$ cat src/rtl/blkfir_pkg.sv
package blkfir_pkg;
    localparam int LANES = 4;
    localparam int NTAP  = 2 * LANES;
    localparam int WIN   = 2 * LANES - 1;
    localparam int SW    = 12;
    localparam int CW    = 8;
    localparam int GW    = $clog2(NTAP);
    localparam int AW    = SW + CW + GW;
    localparam int HABS  = 140;

    typedef logic signed [SW-1:0] smp_t;
    typedef logic signed [AW-1:0] acc_t;

    typedef struct packed {
        smp_t [LANES-2:0] hist;
        logic             vld1;
        acc_t [LANES-1:0] lead;
        acc_t [LANES-1:0] trail;
        acc_t [LANES-1:0] tail;
        logic             vld2;
        acc_t [LANES-1:0] y;
    } state_t;
endpackage

$ cat src/rtl/blkfir_mcm.sv
module blkfir_mcm
    import blkfir_pkg::*;
(
    input  smp_t smp,
    output acc_t m3,
    output acc_t m5,
    output acc_t m18,
    output acc_t m44
);
    acc_t x, x8, x9, x11;

    always_comb begin
        x   = {{(AW-SW){smp[SW-1]}}, smp};
        x8  = x <<< 3;
        m3  = (x <<< 1) + x;
        m5  = (x <<< 2) + x;
        x9  = x8 + x;
        x11 = x8 + m3;
        m18 = x9 <<< 1;
        m44 = x11 <<< 2;
    end
endmodule

$ cat src/rtl/blkfir_row.sv
module blkfir_row
    import blkfir_pkg::*;
(
    input  acc_t a44,
    input  acc_t a3,
    input  acc_t b18,
    input  acc_t b5,
    input  acc_t c5,
    input  acc_t c18,
    input  acc_t d3,
    input  acc_t d44,
    output acc_t lead,
    output acc_t trail
);
    acc_t lead_hi, lead_lo, trail_hi, trail_lo;

    always_comb begin
        lead_hi  = a44 + b18;
        lead_lo  = c5 - d3;
        trail_hi = d44 + c18;
        trail_lo = b5 - a3;
        lead     = lead_hi + lead_lo;
        trail    = trail_hi + trail_lo;
    end
endmodule

$ cat src/rtl/blkfir_top.sv
module blkfir_top
    import blkfir_pkg::*;
(
    input  logic                clk,
    input  logic                rst,
    input  logic                in_vld,
    input  logic [LANES*SW-1:0] in_blk,
    output logic                out_vld,
    output logic [LANES*AW-1:0] out_blk
);
    state_t q, d;

    smp_t lane  [LANES];
    smp_t win_s [WIN];
    acc_t m3  [WIN];
    acc_t m5  [WIN];
    acc_t m18 [WIN];
    acc_t m44 [WIN];
    acc_t lead_w  [LANES];
    acc_t trail_w [LANES];

    for (genvar j = 0; j < LANES; j++) begin : g_lane
        assign lane[j] = in_blk[j*SW +: SW];
        assign win_s[j + LANES - 1] = lane[j];
    end

    for (genvar n = 0; n < LANES - 1; n++) begin : g_hist
        assign win_s[n] = q.hist[n];
    end

    for (genvar n = 0; n < WIN; n++) begin : g_mcm
        blkfir_mcm u_mcm (
            .smp (win_s[n]),
            .m3  (m3[n]),
            .m5  (m5[n]),
            .m18 (m18[n]),
            .m44 (m44[n])
        );
    end

    for (genvar j = 0; j < LANES; j++) begin : g_row
        blkfir_row u_row (
            .a44   (m44[j]),
            .a3    (m3[j]),
            .b18   (m18[j+1]),
            .b5    (m5[j+1]),
            .c5    (m5[j+2]),
            .c18   (m18[j+2]),
            .d3    (m3[j+3]),
            .d44   (m44[j+3]),
            .lead  (lead_w[j]),
            .trail (trail_w[j])
        );
    end

    always_comb begin
        d      = q;
        d.vld1 = in_vld;
        d.vld2 = q.vld1;
        if (in_vld) begin
            for (int n = 0; n < LANES - 1; n++) begin
                d.hist[n] = lane[n+1];
            end
            for (int j = 0; j < LANES; j++) begin
                d.lead[j]  = lead_w[j];
                d.trail[j] = trail_w[j];
            end
        end
        if (q.vld1) begin
            for (int j = 0; j < LANES; j++) begin
                d.y[j]    = q.lead[j] + q.tail[j];
                d.tail[j] = q.trail[j];
            end
        end
    end

    always_ff @(posedge clk) begin
        if (rst) begin
            q <= '0;
        end else begin
            q <= d;
        end
    end

    assign out_vld = q.vld2;
    assign out_blk = q.y;
endmodule

$ cat config.mk
export PLATFORM = sky130hd
export DESIGN_NAME = blkfir_top
export DESIGN_NICKNAME = d
export VERILOG_FILES = /design/src/rtl/blkfir_pkg.sv /design/src/rtl/blkfir_mcm.sv /design/src/rtl/blkfir_row.sv /design/src/rtl/blkfir_top.sv
export SDC_FILE = /design/constraint.sdc
export NUM_CORES = 2
export LEC_CHECK = 0
export BUFFER_PORTS_ARGS = -buffer_cell sky130_fd_sc_hd__buf_2
export CAP_MARGIN = 20
export CORE_UTILIZATION = 65
export DETAILED_ROUTE_END_ITERATION = 10
export GPL_TIMING_DRIVEN = 0
export PLACE_DENSITY = 0.88
export SLEW_MARGIN = 40
export SYNTH_ARGS = -nofsm -noshare
export SYNTH_HDL_FRONTEND = slang
export SYNTH_SLANG_ARGS = --single-unit
$ cat constraint.sdc
create_clock -name clk -period 6.75 [get_ports clk]
set_clock_uncertainty 0.05 [all_clocks]
set_input_delay 0.675 -clock clk [delete_from_list [all_inputs] [get_ports clk]]
set_output_delay 0.675 -clock clk [all_outputs]
set_load 0.03 [all_outputs]
==> results.cfg <==
[floorplan]
std_cell_rows = 97
dieArea_um2 = 72100
initial_core_util_pct = 65.8
num_io_pins = 144
die_h_um = 269
core_um2 = 70100
die_width_um = 269

[cts]
cts_max_level = 2
cts_sinks = 404
tritoncts = done
cts_made_buffers = 46
worstSkewPairLatency_ns = 0.65
cts_hold_buffers = 0
cts.path.max_buffers = 3
root_buffer = clkbuf_16
clk_pin_slew_worst_paths_ns = 0.06

[detailed_routing]
ant_nets = 0
drc = 0
post_drt_wl_per_cell_um = 24.9
drtIter0Drc = 5872
routed_wl_mm = 174
viasPerCell = 6.67
vias = 46600
first_pass_iters = 6

[sta]
setup_violations = 0
fmax_ghz = 0.151
fin_crit_sh_pct = 98.2
fin_ws_ns = 0.119
fin_hold_ws_ns = 0.294
max_slew_margin_pct = 35.6
tns_ns = 0
period_needed_ns = 6.63
finalMaxSlewViolations = 0
finalHoldViolCount = 0
worst_pin_slew_ns = 0.966

[final_layout]
finalCoreUtilization_pct = 71.8
layout_common_cells = 707 x ha_1, 627 x nor2_1, 426 x a21oi_1
syn_to_final_growth_pct = 9.06
drive_gt1_share_pct = 8.38
stdcell_count = 6992
nNetsFinal = 6851
seqCellArea_um2 = 8110
diodes = 0
multiInputGateArea_um2 = 36100
final_common_cell = ha_1
filler_cell_count = 5649

[global_route]
grt_pass1_vias = 41400
antenna_found_initial = 5
track_usage_pct = 46.5
grt_overflow = 0
grt_pass1_wl_mm = 252
grt_max_degree = 17

[logic_synthesis]
synthesis.area_um2 = 46200
synth_cell_types = 92
seq_area_frac_synth_pct = 17.5
async_flop_share_pct = 0
ys_warn_count = 0
syn_inst = 5816
ys.flop_type = dfxtp_1
syn_avg_cell_area_um2 = 7.94
synth-edff-count = 0
ys_seq_elements = 404
syn_nets = 6650

[job]
max_cap_violations = 0

[power_and_ir_drop]
switching_power_uw = 14100
sw_frac_of_total_pct = 54.2
p_seq_share_pct = 12.6
power_frac_clock_pct = 10.6
ir_worst_vdd_v = 0.000390
p_comb_share_pct = 76.9
power_density_nw_per_um2 = 517
internal_power_uw = 11900
total_leakage_power_uw = 0.0234

[placed_design]
place_worst_setup_slack_ns = -0.911
port_buffers = 141
dpl.cell_count = 6897
gp_congestion = 1.07
dp_hpwl_mm = 141

[critical_path]
worstSetupStartpoint = q[382]
cp-end-kind = register
worstPathArrival_ns = 7.14
start_kind = register
path_class = reg2reg
crit_required_ns = 7.26
critPathMaxFanout = 9
timing.rr.start = q[382]

[min_path]
hp-start = in_blk[46]
holdCritPathClass = in2reg

[run_status]
status = completed
-- power by group through the flow --
stage                     logic, uW  clock network, uW  registers [uW]
after detailed placement      18500                  0            3280
after CTS                     18800               2730            3240
final                         20000               2750            3270
after global routing          21400               2820            3280
after floorplan               13500                  0            3090
after global placement        18300                  0            3260
-- worst max-delay path, cell delays in order (launching register included) --
cell      delay, ns
dfxtp_2        0.45
ha_1           0.29
fa_1           0.46
a21o_1         0.20
a21oi_1        0.21
xnor2_1        0.19
ha_1           0.31
a21oi_1        0.24
xnor2_1        0.16
ha_1           0.38
and3_1         0.22
a21boi_1       0.56
o211ai_1       0.25
a21oi_1        0.18
a21oi_1        0.09
xnor2_1        0.61
ha_1           0.44
a21o_1         0.19
a21o_1         0.19
nand2_1        0.12
o31ai_4        0.11
a211oi_1       0.44
a31o_2         0.17
-- worst paths after layout --
path | end | slack (ns) | cells after the start
min reg2reg | q[274] | 0.41 | 1
max reg2reg | q[316] | 0.12 | 22
max | q[316] | 0.12 | 22
min | q[404] | 0.29 | 3
-- kinds of logic after synthesis --
kind of cell               synth area share [%]
xor gates and xnor gates                   8.88
adders and majority gates                  22.4
AOI/OAI and AO/OA                          24.4
and+or+nand+nor                            17.1
buffers and inverters                      5.36
muxes                                      4.32
DFF                                        17.5
-- per-stage QoR --
| stage | instance area, um^2 | power (uW) |
|---|---|---|
| floorplan | 46200 | 16600 |
| global placement | 48100 | 21500 |
| detailed placement | 48100 | 21800 |
| CTS | 49800 | 24800 |
| global route | 50400 | 27500 |
| finish | 50400 | 26000 |
-- metal layers --
layer / vias to the layer above / track usage (%) / routed length, um
met1: 21800 / 63.5 / 72300
met5: - / 0.878 / 160
met4: 12 / 28.8 / 12700
li1: 21500 / - / -
met2: 2754 / 65.8 / 68300
met3: 586 / 10.3 / 20900
-- synthesized netlist by cell type, types with 17 or more instances --
cell / n / area [um^2]
or2_2: 19 / 119
a211oi_1: 83 / 623
a31oi_1: 56 / 350
nor2_1: 630 / 2360
nand2b_1: 62 / 388
a21o_1: 211 / 1580
nor4_1: 25 / 156
o41ai_1: 22 / 193
a21oi_1: 442 / 2210
nand2_1: 378 / 1420
dfxtp_1: 404 / 8090
ha_1: 711 / 8900
o311ai_0: 17 / 149
o31ai_1: 25 / 188
nor2b_1: 103 / 644
o211ai_1: 52 / 390
and3_1: 44 / 275
nand3_1: 93 / 465
o21a_1: 131 / 983
o21ai_1: 40 / 200
mux2i_1: 196 / 1960
o21bai_1: 53 / 398
xor2_1: 146 / 1280
a211o_1: 22 / 193
clkbuf_1: 119 / 447
o21ai_0: 288 / 1440
nand3b_1: 17 / 128
buf_1: 19 / 71.3
inv_1: 333 / 1250
or4_1: 19 / 143
nor3_1: 158 / 791
buf_4: 92 / 691
o211a_1: 17 / 170
and2_1: 20 / 125
xnor2_1: 322 / 2820
a2111oi_0: 20 / 175
nand4_1: 33 / 206
or3_1: 40 / 250
a21boi_0: 18 / 135
fa_1: 72 / 1440
-- sequential cells by signal (all words and copies together) (netlist names) --
signal / cells
out_vld: 1
d: 1
out_blk: 92
q: 310
-- final cells by class --
class | count | area share [%]
repair buffers | 155 | 1.62
clock buffers | 58 | 2.51
plain buffers | 230 | 2.50
clock inverters | 25 | 0.703
flip-flops and latches | 404 | 16.1
well taps | 940 | 2.34
multi-input cells | 4845 | 71.7
inverters | 335 | 2.50
-- repair_timing --
| item | CTS | global route |
|---|---|---|
| setup endpoints to repair | 22 | 47 |
| resized for setup | 23 | 86 |
| pin swaps | 4 | 15 |
| buffers inserted | 2 | 12 |
Power figures use the tool's default switching activity.
